==> src/rtl/tdc_pkg.sv <==
package tdc_pkg;
  typedef enum logic {
    EDGE_RISE = 1'b0,
    EDGE_FALL = 1'b1
  } edge_kind_e;
endpackage

==> src/rtl/tdc_ring.sv <==
module tdc_ring #(
  parameter int RING_LEN = 16,
  localparam int FINE_W = $clog2(RING_LEN)
) (
  input  logic              clk,
  input  logic              rst_n,
  output logic [FINE_W-1:0] fine_o,
  output logic              wrap_o
);
  logic [RING_LEN-1:0] ring_q, ring_d;

  always_comb begin
    ring_d = {ring_q[RING_LEN-2:0], ring_q[RING_LEN-1]};
  end

  always_ff @(posedge clk or negedge rst_n) begin
    if (!rst_n) ring_q <= {1'b1, {(RING_LEN-1){1'b0}}};
    else        ring_q <= ring_d;
  end

  // last stage maps to 0, stage k maps to k+1 (rotation order)
  always_comb begin
    fine_o = '0;
    for (int k = 0; k < RING_LEN; k++) begin
      if (ring_q[k]) fine_o = fine_o | FINE_W'((k + 1) % RING_LEN);
    end
  end

  // next edge moves the token into the last stage
  assign wrap_o = ring_q[RING_LEN-2];

  // exactly one stage high
  a_r3_ring_onehot: assert property (@(posedge clk) disable iff (!rst_n)
    $countones(ring_q) == 1);
endmodule

==> src/rtl/tdc_coarse.sv <==
module tdc_coarse #(
  parameter int COARSE_W = 8
) (
  input  logic                clk,
  input  logic                rst_n,
  input  logic                adv_i,
  output logic [COARSE_W-1:0] coarse_o
);
  logic [COARSE_W-1:0] cnt_q, cnt_d;

  always_comb begin
    cnt_d = cnt_q;
    if (adv_i) cnt_d = cnt_q + COARSE_W'(1);
  end

  always_ff @(posedge clk or negedge rst_n) begin
    if (!rst_n) cnt_q <= '0;
    else        cnt_q <= cnt_d;
  end

  assign coarse_o = cnt_q;
endmodule

==> src/rtl/tdc_capture.sv <==
module tdc_capture
  import tdc_pkg::*;
#(
  parameter int TIME_W = 12
) (
  input  logic              clk,
  input  logic              rst_n,
  input  logic              pulse_i,
  input  logic [TIME_W-1:0] time_i,
  output logic [TIME_W-1:0] width_o,
  output logic              valid_o,
  output logic              ovf_o
);
  localparam int HC_W = TIME_W + 1;

  logic s_meta_q, s_sync_q, s_prev_q;
  logic rise_evt, fall_evt;
  logic [HC_W-1:0] hi_cnt_q, hi_cnt_d;

  logic              a_vld_q, a_vld_d;
  edge_kind_e        a_kind_q, a_kind_d;
  logic [TIME_W-1:0] a_samp_q, a_samp_d;
  logic              a_ovf_q, a_ovf_d;

  logic [TIME_W-1:0] step, resolved;
  logic [TIME_W-1:0] start_q, start_d;
  logic [TIME_W-1:0] width_q, width_d;
  logic              valid_q, valid_d, ovf_q, ovf_d;

  assign rise_evt = s_sync_q & ~s_prev_q;
  assign fall_evt = ~s_sync_q & s_prev_q;

  always_comb begin
    hi_cnt_d = hi_cnt_q;
    if (rise_evt)                       hi_cnt_d = HC_W'(1);
    else if (s_sync_q && !hi_cnt_q[TIME_W]) hi_cnt_d = hi_cnt_q + HC_W'(1);

    a_vld_d  = rise_evt | fall_evt;
    a_kind_d = fall_evt ? EDGE_FALL : EDGE_RISE;
    a_samp_d = time_i;
    a_ovf_d  = fall_evt & hi_cnt_q[TIME_W];

    // second capture one clock later reconciles the first
    step     = time_i - a_samp_q;
    resolved = (step == TIME_W'(1)) ? a_samp_q : time_i - TIME_W'(1);

    start_d = start_q;
    if (a_vld_q && a_kind_q == EDGE_RISE) start_d = resolved;

    valid_d = a_vld_q && (a_kind_q == EDGE_FALL);
    width_d = valid_d ? (resolved - start_q) : width_q;
    ovf_d   = valid_d & a_ovf_q;
  end

  always_ff @(posedge clk or negedge rst_n) begin
    if (!rst_n) begin
      s_meta_q <= 1'b0;
      s_sync_q <= 1'b0;
      s_prev_q <= 1'b0;
      hi_cnt_q <= '0;
      a_vld_q  <= 1'b0;
      a_kind_q <= EDGE_RISE;
      a_samp_q <= '0;
      a_ovf_q  <= 1'b0;
      start_q  <= '0;
      width_q  <= '0;
      valid_q  <= 1'b0;
      ovf_q    <= 1'b0;
    end else begin
      s_meta_q <= pulse_i;
      s_sync_q <= s_meta_q;
      s_prev_q <= s_sync_q;
      hi_cnt_q <= hi_cnt_d;
      a_vld_q  <= a_vld_d;
      a_kind_q <= a_kind_d;
      a_samp_q <= a_samp_d;
      a_ovf_q  <= a_ovf_d;
      start_q  <= start_d;
      width_q  <= width_d;
      valid_q  <= valid_d;
      ovf_q    <= ovf_d;
    end
  end

  assign width_o = width_q;
  assign valid_o = valid_q;
  assign ovf_o   = ovf_q;

  // time base advanced by exactly one between the two captures
  a_r8_capture_consistent: assert property (@(posedge clk) disable iff (!rst_n)
    a_vld_q |-> (time_i - a_samp_q) == TIME_W'(1));
  // strobe lasts one cycle
  a_r6_valid_single: assert property (@(posedge clk) disable iff (!rst_n)
    valid_q |=> !valid_q);
  // overflow only alongside the strobe
  a_r7_ovf_with_valid: assert property (@(posedge clk) disable iff (!rst_n)
    ovf_q |-> valid_q);
endmodule

==> src/rtl/pulse_tdc.sv <==
module pulse_tdc #(
  parameter int RING_LEN = 16,
  parameter int COARSE_W = 8,
  localparam int FINE_W = $clog2(RING_LEN),
  localparam int TIME_W = COARSE_W + FINE_W
) (
  input  logic              clk_shift,
  input  logic              rst_n,
  input  logic              pulse_in,
  output logic [TIME_W-1:0] width_o,
  output logic              width_valid_o,
  output logic              overflow_o
);
  logic [1:0] rst_sync_q;
  logic       rst_n_int;

  always_ff @(posedge clk_shift or negedge rst_n) begin
    if (!rst_n) rst_sync_q <= 2'b00;
    else        rst_sync_q <= {rst_sync_q[0], 1'b1};
  end
  assign rst_n_int = rst_sync_q[1];

  logic [FINE_W-1:0]   fine;
  logic                wrap;
  logic [COARSE_W-1:0] coarse;
  logic [TIME_W-1:0]   time_base;

  tdc_ring #(.RING_LEN(RING_LEN)) u_ring (
    .clk    (clk_shift),
    .rst_n  (rst_n_int),
    .fine_o (fine),
    .wrap_o (wrap)
  );

  tdc_coarse #(.COARSE_W(COARSE_W)) u_coarse (
    .clk      (clk_shift),
    .rst_n    (rst_n_int),
    .adv_i    (wrap),
    .coarse_o (coarse)
  );

  assign time_base = {coarse, fine};

  tdc_capture #(.TIME_W(TIME_W)) u_capture (
    .clk     (clk_shift),
    .rst_n   (rst_n_int),
    .pulse_i (pulse_in),
    .time_i  (time_base),
    .width_o (width_o),
    .valid_o (width_valid_o),
    .ovf_o   (overflow_o)
  );

  // fine code steps by one each clock
  a_r3_fine_step: assert property (@(posedge clk_shift) disable iff (!rst_n_int)
    1'b1 |=> fine == $past(fine) + FINE_W'(1));
  // coarse holds unless the fine code wraps
  a_r4_coarse_hold: assert property (@(posedge clk_shift) disable iff (!rst_n_int)
    (fine != {FINE_W{1'b1}}) |=> $stable(coarse));
  // coarse steps on the wrap
  a_r4_coarse_step: assert property (@(posedge clk_shift) disable iff (!rst_n_int)
    (fine == {FINE_W{1'b1}}) |=> coarse == $past(coarse) + COARSE_W'(1));
endmodule

==> config.mk <==
export PLATFORM = sky130hd
export DESIGN_NAME = pulse_tdc
export DESIGN_NICKNAME = d
export VERILOG_FILES = /design/src/rtl/tdc_pkg.sv /design/src/rtl/tdc_ring.sv /design/src/rtl/tdc_coarse.sv /design/src/rtl/tdc_capture.sv /design/src/rtl/pulse_tdc.sv
export SDC_FILE = /design/constraint.sdc
export NUM_CORES = 1
export LEC_CHECK = 0
export CAP_MARGIN = 20
export CORE_MARGIN = 8
export CORE_UTILIZATION = 55
export DETAILED_ROUTE_END_ITERATION = 7
export HOLD_SLACK_MARGIN = 0.15
export PLACE_DENSITY = 0.7
export SYNTH_ARGS = -nofsm -noshare
export SYNTH_HDL_FRONTEND = slang
export SYNTH_SLANG_ARGS = --single-unit
==> constraint.sdc <==
create_clock -name clk_shift -period 2.8 [get_ports clk_shift]
set_input_delay 0.56 -clock clk_shift [delete_from_list [all_inputs] [get_ports clk_shift]]
set_output_delay 0.56 -clock clk_shift [all_outputs]
set_load 0.1 [all_outputs]
==> metrics.cfg, run 1 <==
[run_status]
status=finished, violations left
violations=setup timing

[global_routing]
antenna_found_initial=0
grt_util_all_layers_pct=16.72
grt_pass1_vias=3522
grt_max_degree=82
overflow=0
grt_pass1_wl_microns=15460

[logic_synthesis]
syn_inst=422
synthArstFlopShare_pct=100.0
synth_area_sq_um=4456
syn_nets=456
synth_cell_types=54
synth-main-ff-cell=dfrtp_1
ys_warn_count=0
synth_edf_count=0
seq_area_frac_synth_pct=46.64
ys_seq_elements=83
syn_area_per_cell_sq_um=10.56

[timing]
tns_ns=-34.41
drv_slew=0
hold_violations=0
clock_skew_ns=0.01724
slew_headroom_pct=60.43
max_freq_mhz=187.9
worst_slew_pin_slew_ns=0.5922
fin_hold_ws_ns=0.2714
period_minus_slack_ns=5.322
setup_viol=24
fin_ws_ns=-2.522
period_share_pct=190.1
rsz0062_at_grt=true

[finish]
syn_to_final_growth_pct=32.66
num_antenna_cells=0
fin_area_sq_um=5911
final_nets=567
drive_above_1_share_pct=35.69
final_util_pct=73.41
final_cells=643

[placed_design]
port-buffer-count=16
dpl.cell_count=616
postPlaceCellArea_sq_um=5308
post-place-ws_ns=-2.370
gp_congestion=0.8216
dp_hpwl_microns=6874

[job]
maxCapViolCount=0

[floorplanning]
initial_core_util_pct=55.34
core_sq_um=8051
fp.dieArea_sq_um=11240
die_w_microns=106.0
rows=33
die_y_microns=106.0
ios=17

[setup_path]
timing.rr.start=u_ring.ring_q[10]
path_class=reg -> reg
r2r_end=u_capture.width_o[10]
cp.arrival_ns=5.56
required_ns=3.04
crit_fanout=4
r2r.worst_path.cells=25
cp-endpoint=u_capture.width_o[10]
ff2ff_setup_slack_ns=-2.52
cp-start-kind=flop
crit_start=u_ring.ring_q[10]
crit_path_end_kind=flop

[cts]
numCtsBuffers=9
clk_latency_ns=0.36
clockRootBuffer=clkbuf_8
htreeDepth=3
clk_pin_slew_ns=0.10
cts_sinks=83
postCtsHoldBufs=0
cts_tree=done
clk_path_buf_depth=2

[detailed_routing]
wl_per_cell_microns=15.08
detail-route-antenna-nets=0
drtIter0Drc=76
wirelength_microns=9697
drc=0
first_pass_iters=4
avgViaCountPerCell=5.334
vias=3430

[power_and_ir_drop]
p_per_area_nw_per_um2=387.6
p_leak_nw=2.823
total_power_mw=2.291
peakVddDrop_mv=0.4474

[min_path]
hold_path_class=reg -> async

==> how the worst min path moves through the flow <==
stage	cells after the start	to	slack [ns]	startpoint
after floorplan	0	rst_sync_q[0]	0.26	rst_n
after global placement	0	u_capture.s_sync_q	0.34	u_capture.s_meta_q
after detailed placement	0	u_capture.s_sync_q	0.35	u_capture.s_meta_q
after CTS	1	rst_sync_q[0]	0.36	rst_n
after global routing	0	u_capture.start_q[0]	0.31	rst_sync_q[1]
final	0	u_capture.start_q[0]	0.27	rst_sync_q[1]
==> worst max-delay path, cell delays in order, from the launching register on <==
cell      delay, ns
dfrtp_1        0.44
nor4_4         0.29
and2_4         0.20
ha_4           0.13
inv_2          0.04
fa_2           0.36
a211oi_4       0.24
o21bai_1       0.14
a211o_1        0.32
a211oi_2       0.22
nand4b_1       0.20
nor4_4         0.29
buf_6          0.19
buf_12         0.11
mux2i_4        0.26
ha_4           0.18
inv_2          0.04
fa_2           0.36
a21o_1         0.18
a21oi_2        0.17
o21bai_1       0.10
a21oi_2        0.16
o21bai_1       0.12
a31oi_2        0.25
or4b_4         0.18
nand3_2        0.05
==> cells by family after synthesis <==
logic type / Yosys count / synth area share (%)
mux: 27 / 6.403
fa+ha+maj: 31 / 9.042
other cells: 1 / 0.08417
compound gates: 61 / 8.706
xor+xnor: 42 / 8.425
flops: 83 / 46.64
simple gates: 134 / 16.26
buf+inv: 43 / 4.437
==> layout make-up <==
class                   instances  area (sq um)
well taps                     105         131.4
inverters                      34         127.6
clock inverters                 6         48.80
flip-flops and latches         83          2082
repair buffers                109         902.1
multi-input cells             296          2481
clock buffers                  10         137.6
fillers                       554          2141
==> cells in the final DEF, fill, tap and decap left out, types with 9 or more instances in the layout <==
master    count
nand2_1      30
o21ai_0      11
xnor2_1      20
buf_4        95
mux2_2        9
xor2_1       18
buf_6         9
ha_1         25
dfrtp_1      81
clkbuf_8     10
a21oi_1       9
nor2_1       40
inv_1        31
==> where the power goes <==
part / switching, mW / internal [mW] / leakage, nW
sequential: 0.0467 / 1.24 / 1.07
clock: 0.449 / 0.355 / 0.0908
combinational: 0.138 / 0.0627 / 1.66
==> state kept, by name, summed over array words and instances (netlist names), 2 cells and up <==
register,cells
rst_sync_q,2
u_ring.ring_q,16
u_capture.hi_cnt_q,13
u_coarse.coarse_o,8
u_capture.start_q,12
u_capture.width_o,12
u_capture.a_samp_q,12
==> per-layer routing <==
metal | global-route usage [%] | vias to the layer above | part of all wire, %
met3 | 4.053 | 20 | 2.7
met5 | 0 | - | 0
met2 | 30.25 | 42 | 53
li1 | - | 1670 | -
met1 | 18.72 | 1698 | 42
met4 | 5.829 | 0 | 2.2
==> synthesized netlist by cell type (all sizes together) (7+ instances only) <==
master	instances	share of area (%)
xnor2	23	4.5
nand2	30	2.5
dfrtp	82	46
a21oi	14	1.6
mux2	12	3.0
xor2	19	3.9
nor2	41	3.5
inv	34	2.9
nor3	9	1.0
ha	29	8.1
nor4	11	2.7
nand3	7	0.79
o21ai	21	2.4
mux2i	15	3.4
==> what timing repair did <==
action,CTS,global route
pin swaps,15,24
endpoints found under the setup margin,24,24
resized for setup,30,33
buffers inserted,6,9
Power figures use the tool's default switching activity.
==> run 2, diff against run 1 <==
- CTS_CLUSTER_DIAMETER: not set -> 120
- TNS_END_PERCENT: not set -> 20
==> run 2 against run 1 <==
Against the previous run: the flow still finishes with violations (setup timing); wire length rose by 0.24%; total power rose by 7.6%; clock power rose by 23%; sequential cell count did not move; die area did not move; clock-buffer cell count did not move; final area fell by 1.8%; maximum frequency rose by 5.6%; worst setup slack improved by 0.28 ns; worst hold slack improved by 0.014 ns; non-clock buffer count fell by 1; core utilization fell by 1.3 points; critical endpoint is now u_capture.width_o[11].
==> metrics.cfg, run 2 (same netlist as run 1, synthesis figures left out) <==
[finish]
largestRegisters=u_ring.ring_q x16, u_capture.hi_cnt_q x13
drive_above_1_share_pct=33.89
layout_commonest_cell=buf_4
multi_input_area_sq_um=2382
fill_cells=554
syn_to_final_growth_pct=30.33
largest_register_ffs=16
final_cell_mix=buf_4, dfrtp_1, nor2_1
final_util_pct=72.12
num_antenna_cells=0
final_nets=566
regArea_sq_um=2082
regMostFlops=u_ring.ring_q

[power_and_ir_drop]
switching_share_pct=26.35
combPwrFrac_pct=8.0
intPower_mw=1.816
power_frac_clock_pct=39.9
switchingPower_uw=649.6
p_seq_share_pct=52.1
p_leak_nw=2.812
p_per_area_nw_per_um2=424.5
peakVddDrop_mv=0.2883

[timing]
hold_violations=0
clock_skew_ns=0.01139
period_minus_slack_ns=5.042
drv_slew=0
period_share_pct=180.1
fin_ws_ns=-2.242
setup_viol=24
fin_hold_ws_ns=0.2857
rsz0062_at_grt=true
max_freq_mhz=198.3

[cts]
clk_latency_ns=0.37
clk_path_buf_depth=2
htreeDepth=3
clockRootBuffer=clkbuf_8
cts_sinks=83
postCtsHoldBufs=0
numCtsBuffers=9
cts_tree=done
clk_pin_slew_ns=0.10

[floorplanning]
die_y_microns=106.0
core_sq_um=8051
rows=33
initial_core_util_pct=55.34
ios=17
die_w_microns=106.0
fp.dieArea_sq_um=11240

[setup_path]
worstPathBufferInverterCount=4
crit_start=u_ring.ring_q[10]
timing.rr.start=u_ring.ring_q[10]
critical_path.top_delay_family=compound AO/OA/AOI/OAI gates
path_class=reg -> reg
max_stage_delay_ns=0.42
crit_chain=nor4_4 -> and2_4 -> ha_4 -> inv_2 -> fa_2 -> a211oi_4 -> o21bai_1 -> a211o_1 -> a211oi_2 -> nand4b_1 -> nor4_4 -> buf_6 -> buf_12 -> mux2i_2 -> ha_2 -> nor2_1 -> nor2_1 -> o41a_1 -> a41oi_2 -> buf_4 -> a21o_1 -> xnor2_1 -> a211oi_1 -> o211ai_1
cp-start-kind=flop
required_ns=3.05
cp.arrival_ns=5.30
crit_slowest_cell=dfrtp_1
crit_path_end_kind=flop
crit_fanout=10

[placed_design]
gp_congestion=0.8650
post-place-ws_ns=-2.366
dp_hpwl_microns=6782
port-buffer-count=16

[global_routing]
grt_max_degree=82
grt_pass1_vias=3396
antenna_found_initial=0
grt_util_all_layers_pct=17.65
grt_pass1_wl_microns=15970
overflow=0

[job]
maxCapViolCount=0

[detailed_routing]
drtIter0Drc=198
wirelength_microns=9720
wl_per_cell_microns=15.14
first_pass_iters=4
avgViaCountPerCell=5.301
detail-route-antenna-nets=0
drc=0
vias=3403

[run_status]
violations=setup timing
status=finished, violations left

[min_path]
hold_path_class=reg -> async

-- run 2: cell type report --
type                       count  share of cell area (%)
tap                          105                   2.262
clock inverter                 6                   1.659
timing repair buffer         108                   14.80
sequential                    83                   35.85
clock buffer                  10                   2.198
multi-input combinational    296                   41.03
inverter                      34                   2.198
-- run 2: layer usage --
layer	part of all wire, %	vias up	global-route usage [%]
met5	0	-	0
met4	1.4	0	6.533
met3	3.8	10	3.630
met2	52	61	30.03
met1	43	1663	21.65
li1	-	1669	-
-- run 2: through the flow --
stage                     instance area, sq um  total power, mW  std cells  setup TNS [ns]
after floorplan                           4481            1.449        422          -27.19
after global placement                    5309            1.489        619          -29.51
after detailed placement                  5309            1.497        619          -31.74
after CTS                                 5647            2.478        639          -29.17
after global routing                      5807            2.556        642          -35.12
final                                     5807            2.465        642          -29.95
-- run 2: final timing paths --
check,end,slack [ns],cells after the start
setup / recovery,u_capture.width_o[11],-2.24,24
hold / removal,u_capture.s_meta_q,0.29,0
setup reg to reg,u_capture.width_o[11],-2.24,24
hold reg to reg,u_capture.s_meta_q,0.29,0
max in group asynchronous,u_capture.width_o[10],1.93,1
min in group clk_shift,rst_sync_q[1],0.37,0
-- run 2: repair_timing --
action	CTS	global route
setup endpoints to repair	24	24
buffers inserted	4	2
pin swaps	4	14
resized for setup	19	29
gates cloned	0	0
-- run 2: power groups by stage --
stage | sequential (mW) | clock, mW | combinational [mW]
final | 1.28 | 0.985 | 0.197
after CTS | 1.30 | 1.00 | 0.178
after global routing | 1.29 | 1.05 | 0.219
after floorplan | 1.37 | 0 | 0.0805
after global placement | 1.32 | 0 | 0.173
after detailed placement | 1.32 | 0 | 0.177
